$ cat src/rtl/ttl_patch_pkg.sv
// Shared field widths and the bundle that moves through the block.
// Assumes the field widths of an IPv4 header word: TTL high byte, protocol low byte.
package ttl_patch_pkg;
    localparam int unsigned TTL_W  = 8;
    localparam int unsigned WORD_W = 16;
    localparam int unsigned AUX_W  = WORD_W - TTL_W;

    typedef struct packed {
        logic [TTL_W-1:0]  ttl;
        logic [AUX_W-1:0]  proto;
        logic [WORD_W-1:0] csum;
    } hdr_fields_t;

    typedef struct packed {
        hdr_fields_t f;
        logic        expired;
    } patch_result_t;
endpackage

$ cat src/rtl/oc_adder.sv
// One's complement adder of width W with end-around carry.
// Assumes nothing about its operands; the folded sum cannot carry a second time.
module oc_adder #(
    parameter int unsigned W = 16
) (
    input  logic [W-1:0] a,
    input  logic [W-1:0] b,
    output logic [W-1:0] s
);
    logic [W:0] raw;

    // Binary sum, then fold the carry out of the top bit into bit 0.
    always_comb begin
        raw = {1'b0, a} + {1'b0, b};
        s   = raw[W-1:0] + {{(W-1){1'b0}}, raw[W]};
    end
endmodule

$ cat src/rtl/ttl_patch_core.sv
// Combinational TTL decrement and incremental checksum patch.
// Assumes the TTL is the high byte of its 16-bit word; at or below EXPIRE_LIMIT the fields pass unchanged.
module ttl_patch_core
    import ttl_patch_pkg::*;
#(
    parameter int unsigned EXPIRE_LIMIT = 1
) (
    input  hdr_fields_t   hdr_i,
    output patch_result_t res_o
);
    localparam logic [TTL_W-1:0] LIMIT = TTL_W'(EXPIRE_LIMIT);

    logic [WORD_W-1:0] word_old, word_new, delta, sum_new;
    logic [TTL_W-1:0]  ttl_dec;
    logic              is_expired;

    // Build the old and new header words around the TTL.
    always_comb begin
        ttl_dec  = hdr_i.ttl - TTL_W'(1);
        word_old = {hdr_i.ttl, hdr_i.proto};
        word_new = {ttl_dec, hdr_i.proto};
    end

    // ~m + m' in one's complement.
    oc_adder #(.W(WORD_W)) u_delta (
        .a (~word_old),
        .b (word_new),
        .s (delta)
    );

    // ~HC + (~m + m') in one's complement.
    oc_adder #(.W(WORD_W)) u_sum (
        .a (~hdr_i.csum),
        .b (delta),
        .s (sum_new)
    );

    // Pick the patched or the untouched fields.
    always_comb begin
        is_expired    = (hdr_i.ttl <= LIMIT);
        res_o.expired = is_expired;
        res_o.f.proto = hdr_i.proto;
        if (is_expired) begin
            res_o.f.ttl  = hdr_i.ttl;
            res_o.f.csum = hdr_i.csum;
        end else begin
            res_o.f.ttl  = ttl_dec;
            res_o.f.csum = ~sum_new;
        end
    end
endmodule

$ cat src/rtl/ttl_patch_stage.sv
// Single output register with valid/ready flow control.
// Assumes the upstream holds its data while it is not accepted; the register holds while stalled.
module ttl_patch_stage
    import ttl_patch_pkg::*;
(
    input  logic          clk,
    input  logic          rst_n,
    input  logic          up_valid,
    output logic          up_ready,
    input  patch_result_t up_data,
    output logic          dn_valid,
    input  logic          dn_ready,
    output patch_result_t dn_data
);
    logic take;

    // Accept when empty or when the held result leaves this cycle.
    always_comb begin
        up_ready = !dn_valid || dn_ready;
        take     = up_valid && up_ready;
    end

    // Valid flag: set on accept, cleared when drained with nothing new.
    always_ff @(posedge clk) begin
        if (!rst_n)        dn_valid <= 1'b0;
        else if (up_ready) dn_valid <= up_valid;
    end

    // Data register: loads only on accept.
    always_ff @(posedge clk) begin
        if (!rst_n)    dn_data <= '0;
        else if (take) dn_data <= up_data;
    end

    AST_HOLD_STALL: assert property (@(posedge clk) disable iff (!rst_n)
        (dn_valid && !dn_ready) |=> (dn_valid && $stable(dn_data)));

    AST_ONE_PER_TAKE: assert property (@(posedge clk) disable iff (!rst_n)
        (dn_valid && dn_ready && !up_valid) |=> !dn_valid);
endmodule

$ cat src/rtl/ipv4_ttl_patch.sv
// Top: TTL decrement with one's complement checksum patch, one register stage.
// Assumes the fields arrive already extracted from the header.
module ipv4_ttl_patch
    import ttl_patch_pkg::*;
#(
    parameter int unsigned EXPIRE_LIMIT = 1
) (
    input  logic              clk,
    input  logic              rst_n,
    input  logic              in_valid,
    output logic              in_ready,
    input  logic [TTL_W-1:0]  in_ttl,
    input  logic [AUX_W-1:0]  in_proto,
    input  logic [WORD_W-1:0] in_csum,
    output logic              out_valid,
    input  logic              out_ready,
    output logic [TTL_W-1:0]  out_ttl,
    output logic [AUX_W-1:0]  out_proto,
    output logic [WORD_W-1:0] out_csum,
    output logic              out_expired
);
    localparam logic [TTL_W-1:0] LIMIT = TTL_W'(EXPIRE_LIMIT);

    hdr_fields_t   hdr_in;
    patch_result_t res_comb, res_q;
    logic          acc;

    // Bundle the input fields.
    always_comb begin
        hdr_in.ttl   = in_ttl;
        hdr_in.proto = in_proto;
        hdr_in.csum  = in_csum;
    end

    ttl_patch_core #(.EXPIRE_LIMIT(EXPIRE_LIMIT)) u_core (
        .hdr_i (hdr_in),
        .res_o (res_comb)
    );

    ttl_patch_stage u_stage (
        .clk      (clk),
        .rst_n    (rst_n),
        .up_valid (in_valid),
        .up_ready (in_ready),
        .up_data  (res_comb),
        .dn_valid (out_valid),
        .dn_ready (out_ready),
        .dn_data  (res_q)
    );

    // Unbundle the registered result onto the ports.
    always_comb begin
        out_ttl     = res_q.f.ttl;
        out_proto   = res_q.f.proto;
        out_csum    = res_q.f.csum;
        out_expired = res_q.expired;
        acc         = in_valid && in_ready;
    end

    AST_TTL_DEC: assert property (@(posedge clk) disable iff (!rst_n)
        (acc && in_ttl > LIMIT) |=> (out_valid && !out_expired && out_ttl == $past(in_ttl) - 8'd1));

    AST_CSUM_FOLD: assert property (@(posedge clk) disable iff (!rst_n)
        (acc && in_ttl > LIMIT && in_csum == 16'h0000) |=> (out_csum == 16'h0100));

    AST_EXPIRED_PASS: assert property (@(posedge clk) disable iff (!rst_n)
        (acc && in_ttl <= LIMIT) |=> (out_expired && out_ttl == $past(in_ttl) && out_csum == $past(in_csum)));

    AST_PROTO_KEEP: assert property (@(posedge clk) disable iff (!rst_n)
        acc |=> (out_proto == $past(in_proto)));
endmodule

$ cat config.mk
export PLATFORM = sky130hd
export DESIGN_NAME = ipv4_ttl_patch
export DESIGN_NICKNAME = d
export VERILOG_FILES = /design/src/rtl/ttl_patch_pkg.sv /design/src/rtl/oc_adder.sv /design/src/rtl/ttl_patch_core.sv /design/src/rtl/ttl_patch_stage.sv /design/src/rtl/ipv4_ttl_patch.sv
export SDC_FILE = /design/constraint.sdc
export NUM_CORES = 1
export LEC_CHECK = 0
export ABC_AREA = 1
export BUFFER_PORTS_ARGS = -buffer_cell sky130_fd_sc_hd__buf_4
export CAP_MARGIN = 30
export CORE_ASPECT_RATIO = 1.1
export CORE_MARGIN = 4
export CORE_UTILIZATION = 55
export CTS_CLUSTER_DIAMETER = 200
export DETAILED_ROUTE_END_ITERATION = 10
export PLACE_DENSITY = 0.92
export SLEW_MARGIN = 25
export SYNTH_ARGS = -nofsm -noshare
export SYNTH_HDL_FRONTEND = slang
export SYNTH_SLANG_ARGS = --single-unit
$ cat constraint.sdc
create_clock -name clk -period 5.1 [get_ports clk]
set_input_delay 0.255 -clock clk [delete_from_list [all_inputs] [get_ports clk]]
set_output_delay 0.255 -clock clk [all_outputs]
set_load 0.02 [all_outputs]
# Word-level counts from Yosys, hierarchy flattened
# Cells that the tools add are included.
totals:
  register_bits: 34
  inputBits: 36
  out_inout_bits: 35
  word_cells: 19
classes:
  n_addsub: 5
  magnitude_cmp: 1
  n_mux: 2
  n_bitwise: 3
  n_reduce_logical: 3
ops:
  columns: ["operator", "n"]
  rows:
  - ["$not 16->16", 3]
  - ["$add 16x16->17", 2]
  - ["$add 16x1->16", 2]
  - ["$mux 16", 1]
  - ["$le 8x1->1 const B", 1]
  - ["$mux 8", 1]
  - ["$sub 8x1->8 const B", 1]
  - ["$logic_and 1x1->1", 1]
  - ["$logic_not 1->1", 1]
  - ["$logic_or 1x1->1", 1]

# Depth between registers and ports, before layout
# Gate-level depths: netlist (run 1).
depth:
  depth_word: 7
  ltp_mapped: 37
  mapped_depth_nobuf: 37

# By module
# A second synthesis (run 1) with hierarchy kept.
unflattened:
  cells_unflattened: 927
  hier_area_um2: 5107.4
modules_own_cells:
  columns: ["mod", "n_inst", "cells_per_inst", "area_each_um2", "seq_area_each_um2"]
  rows:
  - ["ttl_patch_stage", 1, 221, 1508.9, 680.7]
  - ["oc_adder at u_core.u_sum", 1, 287, 1473.9, 0.0]
  - ["oc_adder at u_core.u_delta", 1, 276, 1425.1, 0.0]
  - ["ttl_patch_core", 1, 143, 699.4, 0.0]

# Least setup slack after synthesis (run 1)
# OpenSTA, ideal clock, no wires.
synth_timing:
  path_type: "input-to-reg"
  startpoint: "input in_ttl[0]"
  endpoint: "register u_stage.dn_data[16] (netlist name)"
  arrival_time_ns: 4.268
  t_required_ns: 4.969
  setup_slack_ns: 0.702
  stages: 36
  cell_sequence: "inv_1 ha_1 inv_1 nor2_1 ha_1 xnor2_1 inv_1 nand3_1 nand3_1 inv_1 nor2_1 inv_1 a21oi_1 inv_1 ha_1 inv_1 fa_1 inv_1 nand2_1 nand3_2 nand2_1 nand2_1 a21oi_1 o21bai_1 ha_1 nand2_1 nor2_4 nand3_4 nor2_8 nand2_4 nor2_8 nand3_1 nand2_1 nand2_1 nand2_1 a21oi_2"
synth_via:
  elab_chain_len: 7
  elab_cells_between_ends: 9
  classes_between: "5 x add/sub; 1 x order compare; 1 x mux; 2 x bitwise"
synth_rtl:
  columns: ["element", "line_no", "text"]
  rows:
  - ["from (decl)", "ipv4_ttl_patch.sv:12", "input logic [TTL_W-1:0] in_ttl,"]
  - ["$sub 8x1->8 or $not 16->16 (tied branches)", "ttl_patch_core.sv:19, ttl_patch_core.sv:26", null]
  - ["$add 16x16->17", "oc_adder.sv:14", "raw = {1'b0, a} + {1'b0, b};"]
  - ["$add 16x1->16", "oc_adder.sv:15", "s = raw[W-1:0] + {{(W-1){1'b0}}, raw[W]};"]
  - ["$add 16x16->17", "oc_adder.sv:14", null]
  - ["$add 16x1->16", "oc_adder.sv:15", null]
  - ["$not 16->16", "ttl_patch_core.sv:48", "res_o.f.csum = ~sum_new;"]
  - ["$mux 16 (*)", "ttl_patch_core.sv:43", "if (is_expired) begin"]
  - ["to (signal assigned)", "ttl_patch_stage.sv:32", "else if (take) dn_data <= up_data;"]
  - ["to (decl)", "ttl_patch_stage.sv:13", "output patch_result_t dn_data"]
# Every way passes the cells marked *; elsewhere a longest branch is shown, timed or not.
# A chain may end at the register's enable or synchronous reset.

# Final worst setup path (run 1)
layout_timing:
  startpoint: "input in_ttl[0]"
  endpoint: "register u_stage.dn_data[15] (netlist name)"
# The elaborated chain is that of the path after synthesis.

==> key figures, run 1 <==
Status
  – Status: completed

Timing
  – Fin crit period: 5.00 ns
  – Final Hold Viols: 0
  – Count of pins over their slew limit: 0
  – Fin crit share: 0.981
  – Final worst clock skew: 0.00285 ns
  – Relative slew slack: 0.322
  – Hold slack final: 0.205 ns
  – Endpoints failing setup: 0
  – Fmax: 0.200 GHz
  – Worst Slack Setup Final: 0.0951 ns
  – Setup TNS: 0 ns
  – Slew @ Worst Pin: 1.01 ns

Clock network
  – Total CTS buffers: 5
  – Clock transition at the registers of the reported paths: 0.07 ns
  – Root buf cell: clkbuf_8
  – Number of H-tree levels: 2
  – Clk sink count: 34
  – CTS tree: done
  – CTS Buffer Depth: 2
  – Clock Latency Late Sink: 0.30 ns
  – Hold buffer count at cts: 0

Logic synthesis
  – Mapped Nets: 579
  – Area of the mapped netlist: 3150 um2
  – Mean Syn Cell Area: 6.11 um2
  – Ys flop type: dfxtp_1
  – Synth Instances: 516
  – Top post-synthesis cells by area: dfxtp_1 (22%), nand2_1 (15%), inv_1 (11%), ha_1 (10%), nor2_1 (6.9%)
  – Synth warn: 0
  – EDFF count, synth: 0
  – Asr flop ratio synth: 0
  – Post-synthesis sequential area ratio: 0.216
  – Post-synth top area share: 0.216
  – Synthesized flop and latch total: 34
  – Count of different cell masters after synthesis: 39
  – Yosys top cell by area: dfxtp_1

Global routing
  – Vias in the first global route: 3401
  – Largest net degree at the start of global routing: 38
  – Congestion Overflow GR: 0
  – M3 GR Usage: 0.0580
  – GRT busiest layer: met2
  – Aggregate global-route resource usage: 0.261
  – Antenna violations before repair: 0
  – First-pass GRT wire length: 14600 um
  – GR met2 Demand/Resource: 0.446
  – GRT met1 Usage: 0.300

Pwr
  – PD cells: 292 nW/um2
  – Leak: 2.23 nW
  – Maximum VDD drop: 0.000244 V
  – Total power: 1.17 mW

Layout
  – Layout Nets: 656
  – Final Cell Area: 4010 um2
  – Layout cells sized above 1: 0.219
  – Most common cell after layout, fill and taps aside: nand2_1
  – Fin cells: 669
  – Sequential cell area: 681 um2
  – Multi-input gate area: 2120 um2
  – Syn-to-layout area delta: 27.3%
  – Most frequent cells in the layout: nand2_1 (128), inv_1 (91), buf_4 (79)
  – Final Core Density: 0.734
  – Layout fillers: 451
  – ANT cells: 0

Die
  – Num rows: 28
  – Initial Util: 0.577
  – Die Ht: 87.4 um
  – Die footprint: 7010 um2
  – Num ports: 71
  – Die W: 80.2 um
  – Core area: 5470 um2

Detailed routing
  – DRT Pass-1 Iters: 5
  – Final antenna-violating net count: 0
  – DR vias: 3719
  – Remaining DRCs: 0
  – Vias/cell: 5.56
  – Drt wl/cell: 15.1 um
  – DRT iter0 DRCs: 349
  – Routed WL: 10100 um

Critical path
  – Data arrival time of the worst path: 5.23 ns
  – CP max stage cell: ha_1
  – Crit-path max cell delay: 0.38 ns
  – CP Capture Type: flip-flop
  – Critical path peak fanout: 8
  – Setup CP Type: in2reg
  – Crit path required time: 5.33 ns
  – Buf/Inv on CP: 7
  – Worst path most repeated cell: nand2_1
  – CP delay by family, top: simple AND/OR/NAND/NOR gates
  – Startpoint types: input pin

Place
  – Worst slack, placed: -0.00231 ns
  – Gpl congestion: 0.904
  – Placed Instance Area: 3760 um2
  – PortBufs: 70
  – DPL Wire Length: 6860 um
  – Post-Place Cells: 655

Job
  – Max Cap Viol: 0

Worst hold path
  – Worst min path class: in2reg
Yosys cell counts, drive strengths merged (2+ instances only):
cell,n
a221oi,2
nand4,7
o21ai,29
nand3,31
nand3b,4
or2,6
clkbuf,7
o21bai,2
o221ai,2
xor2,6
ha,26
buf,2
inv,99
nor2,64
a21oi,33
xnor2,8
a31oi,5
and2,2
nand2,140
dfxtp,34
flip-flops by register name, summed over array words and instances (netlist names):
signal	count
u_stage.dn_data	33
u_stage.dn_valid	1
power breakdown:
group	switching (mW)	total (mW)	internal (mW)
logic	0.348	0.548	0.201
registers	0.0151	0.307	0.292
clock network	0.107	0.315	0.209
layer usage:
metal  vias up  wire length, um  part of all wire
li1       1773                -                 -
met1      1631             3800              0.38
met2       251             4700              0.47
met3        64              977             0.097
met4         0              603             0.060
met5         -                0                 0
worst min-delay path, stage by stage:
cell	delay, ns
buf_4	0.07
o21ai_0	0.07
nor2_1	0.07
logic make-up (layout without fill, tap and decap cells):
family                     after synthesis  count (layout)  share of synthesized area
AOI/OAI and AO/OA                       77              77                      0.138
xor gates and xnor gates                14              14                     0.0389
adders and majority gates               27              27                      0.110
buffers and inverters                  109             187                      0.131
DFF                                     34              34                      0.216
and+or+nand+nor                        255             255                      0.367
cell type report:
| class | instances | area share |
|---|---|---|
| multi-input cells | 373 | 0.529 |
| inverters | 100 | 0.0945 |
| flip-flops and latches | 34 | 0.170 |
| well taps | 75 | 0.0234 |
| clock inverters | 2 | 0.0150 |
| clock buffers | 6 | 0.0206 |
| repair buffers | 79 | 0.148 |
repair_timing:
action                                  CTS  global route
endpoints found under the hold margin     0             0
buffers inserted                          0             6
endpoints found under the setup margin    0            13
gates resized for setup                   0            14
path summary, 6_finish.rpt:
kind / from / endpoint / slack [ns] / depth (start not counted)
min: in_proto[2] / u_stage.dn_data[19] / 0.21 / 3
max reg2reg: u_stage.dn_valid / u_stage.dn_data[31] / 2.68 / 7
min reg2reg: u_stage.dn_data[9] / u_stage.dn_data[9] / 0.47 / 2
max: in_ttl[0] / u_stage.dn_data[15] / 0.1 / 36
(Power assumes the default switching activity.)
==> run 2: changes to the inputs <==
Settings changed: CORE_UTILIZATION 55 to 60, MAX_ROUTING_LAYER set to met4, PLACE_DENSITY 0.92 to 0.95.
Clock period 5.1 ns to 5.8 ns, I/O delays scaled along.
==> run 2 against run 1 <==
Worst setup slack better by 0.29 ns. Clock-buffer cell count down 1. Flip-flop and latch count unchanged. Critical endpoint is now u_stage.dn_data[16]. Critical path type unchanged.
==> key figures, run 2 (synthesis gave the netlist of run 1 again) <==
Global routing
  – Largest net degree at the start of global routing: 38 (unchanged)
  – Vias in the first global route: 3504 (was 3401)
  – GRT met1 Usage: 0.321 (was 0.300)
  – GRT busiest layer: met2 (unchanged)
  – M3 GR Usage: 0.0508 (was 0.0580)
  – Congestion Overflow GR: 0 (unchanged)
  – Antenna violations before repair: 0 (unchanged)
  – GR met2 Demand/Resource: 0.506 (was 0.446)
  – First-pass GRT wire length: 15300 um (was 14600 um)
  – Aggregate global-route resource usage: 0.295 (was 0.261)

Timing
  – RSZ-0062 raised after global routing: false
  – Setup TNS: 0 ns (unchanged)
  – Final worst clock skew: 0.00477 ns (was 0.00285 ns)
  – Final Hold Viols: 0 (unchanged)
  – Fin crit share: 0.934
  – Slew @ Worst Pin: 0.897 ns (was 1.01 ns)
  – Worst Slack Setup Final: 0.383 ns (was 0.0951 ns)
  – Fin crit period: 5.42 ns
  – Count of pins over their slew limit: 0 (unchanged)
  – Hold slack final: 0.241 ns (was 0.205 ns)
  – Relative slew slack: 0.400 (was 0.322)
  – Endpoints failing setup: 0 (unchanged)
  – Fmax: 0.185 GHz

Status
  – Status: completed (unchanged)

Clock network
  – Clock transition at the registers of the reported paths: 0.08 ns (was 0.07 ns)
  – CTS tree: done (unchanged)
  – Number of H-tree levels: 2 (unchanged)
  – Total CTS buffers: 5 (unchanged)
  – CTS Buffer Depth: 2 (unchanged)
  – Clock Latency Late Sink: 0.30 ns (about the same)
  – Hold buffer count at cts: 0 (unchanged)
  – Post-CTS Resized: 0 (unchanged)
  – Root buf cell: clkbuf_8 (unchanged)
  – Setup Buffers After CTS: 0 (unchanged)
  – Clk sink count: 34 (unchanged)

Layout
  – Layout Nets: 648 (was 656)
  – Syn-to-layout area delta: 22.4% (was 27.3%)
  – Layout fillers: 368 (was 451)
  – Sequential cell area: 681 um2 (unchanged)
  – ANT cells: 0 (unchanged)
  – Layout cells sized above 1: 0.186 (was 0.219)
  – Most frequent cells in the layout: nand2_1 (129), inv_1 (93), buf_4 (71) (was nand2_1 (128), inv_1 (91), buf_4 (79))
  – Regs by FF count: u_stage.dn_data: 33 flops, u_stage.dn_valid: 1 flops (unchanged)
  – Most common cell after layout, fill and taps aside: nand2_1 (unchanged)
  – Largest register by flop count: u_stage.dn_data (unchanged)
  – Final Cell Area: 3860 um2 (was 4010 um2)
  – Max reg flops: 33 (unchanged)
  – Multi-input gate area: 2060 um2 (was 2120 um2)
  – Final Core Density: 0.767 (was 0.734)

Pwr
  – Combinational Power Share: 0.462 (was 0.468)
  – Pint: 0.595 mW (was 0.701 mW)
  – Leak: 2.16 nW (was 2.23 nW)
  – Maximum VDD drop: 0.000196 V (was 0.000244 V)
  – Reg power frac: 0.271 (was 0.262)
  – P_sw: 0.408 mW (was 0.469 mW)
  – Clk pwr share: 0.267 (was 0.269)
  – Sw frac: 0.407 (was 0.401)
  – PD cells: 260 nW/um2 (was 292 nW/um2)

Die
  – Initial Util: 0.626 (was 0.577)
  – Num ports: 71 (unchanged)
  – Die W: 77.1 um (was 80.2 um)
  – Num rows: 27 (was 28)
  – Die Ht: 84.0 um (was 87.4 um)
  – Die footprint: 6480 um2 (was 7010 um2)
  – Core area: 5030 um2 (was 5470 um2)

Detailed routing
  – DR vias: 3673 (was 3719)
  – DRT Pass-1 Iters: 5 (unchanged)
  – Remaining DRCs: 0 (unchanged)
  – Routed WL: 9520 um (was 10100 um)
  – Final antenna-violating net count: 0 (unchanged)
  – Vias/cell: 5.70 (was 5.56)
  – DRT iter0 DRCs: 254 (was 349)
  – Drt wl/cell: 14.8 um (was 15.1 um)

Critical path
  – Crit path required time: 6.03 ns (was 5.33 ns)
  – Data arrival time of the worst path: 5.64 ns (was 5.23 ns)
  – CP Capture Type: flip-flop (unchanged)
  – Reg2Reg Depth: 7 (unchanged)
  – CP max stage cell: fa_1 (was ha_1)
  – Setup CP Type: in2reg (unchanged)
  – Critical path peak fanout: 8 (unchanged)
  – Worst path most repeated cell: inv_1 (was nand2_1)
  – Crit-path max cell delay: 0.40 ns (was 0.38 ns)
  – Startpoint types: input pin (unchanged)

Worst hold path
  – Worst min path class: in2reg (unchanged)
  – Hold depth: 3 (unchanged)

Place
  – Placed Instance Area: 3720 um2 (was 3760 um2)
  – PortBufs: 70 (unchanged)
  – DPL Wire Length: 7160 um (was 6860 um)
  – Worst slack, placed: 0.466 ns (was -0.00231 ns)
  – Gpl congestion: 0.908 (was 0.904)

Job
  – Max Cap Viol: 0 (unchanged)
==> run 2: final timing paths <==
check | start | endpoint | slack [ns]
worst max-delay path | in_ttl[0] | u_stage.dn_data[16] | 0.38
worst min-delay path | in_proto[4] | u_stage.dn_data[21] | 0.24
worst max register to register | u_stage.dn_valid | u_stage.dn_data[27] | 3.46
worst min register to register | u_stage.dn_data[30] | u_stage.dn_data[30] | 0.47
==> run 2: final cells by class <==
cell class	instances	share of cell area
Clock buffer	5	0.0178
Clock inverter	3	0.0178
Timing Repair Buffer	71	0.138
Tap cell	58	0.0188
Multi-Input combinational cell	373	0.534
Sequential cell	34	0.176
Inverter	100	0.0973
==> run 2: worst max-delay path, delay by kind of cell <==
kind	cells	cell delay, ns
simple gates	17	1.88
buf+inv	9	1.14
fa+ha+maj	5	1.44
xor+xnor	1	0.31
compound gates	4	0.57
==> run 2: layer usage <==
metal	up-vias	share of wire	routed length, um
met3	68	0.080	764
li1	1761	-	-
met2	213	0.47	4440
met4	0	0.064	609
met1	1631	0.39	3700
met5	-	0	0
==> run 2: metrics by stage <==
stage / total power, mW / cells
after floorplan: 0.590 / 516
after global placement: 0.702 / 636
after detailed placement: 0.720 / 636
after CTS: 0.990 / 644
after global routing: 1.05 / 644
final: 1.00 / 644
==> run 2: power groups by stage <==
stage	registers [mW]	clock network [mW]	logic, mW
6_report	0.272	0.268	0.464
5_1_grt	0.273	0.276	0.505
4_1_cts	0.271	0.266	0.453
3_5_place_dp	0.275	0	0.444
3_3_place_gp	0.274	0	0.427
2_1_floorplan	0.301	0	0.289
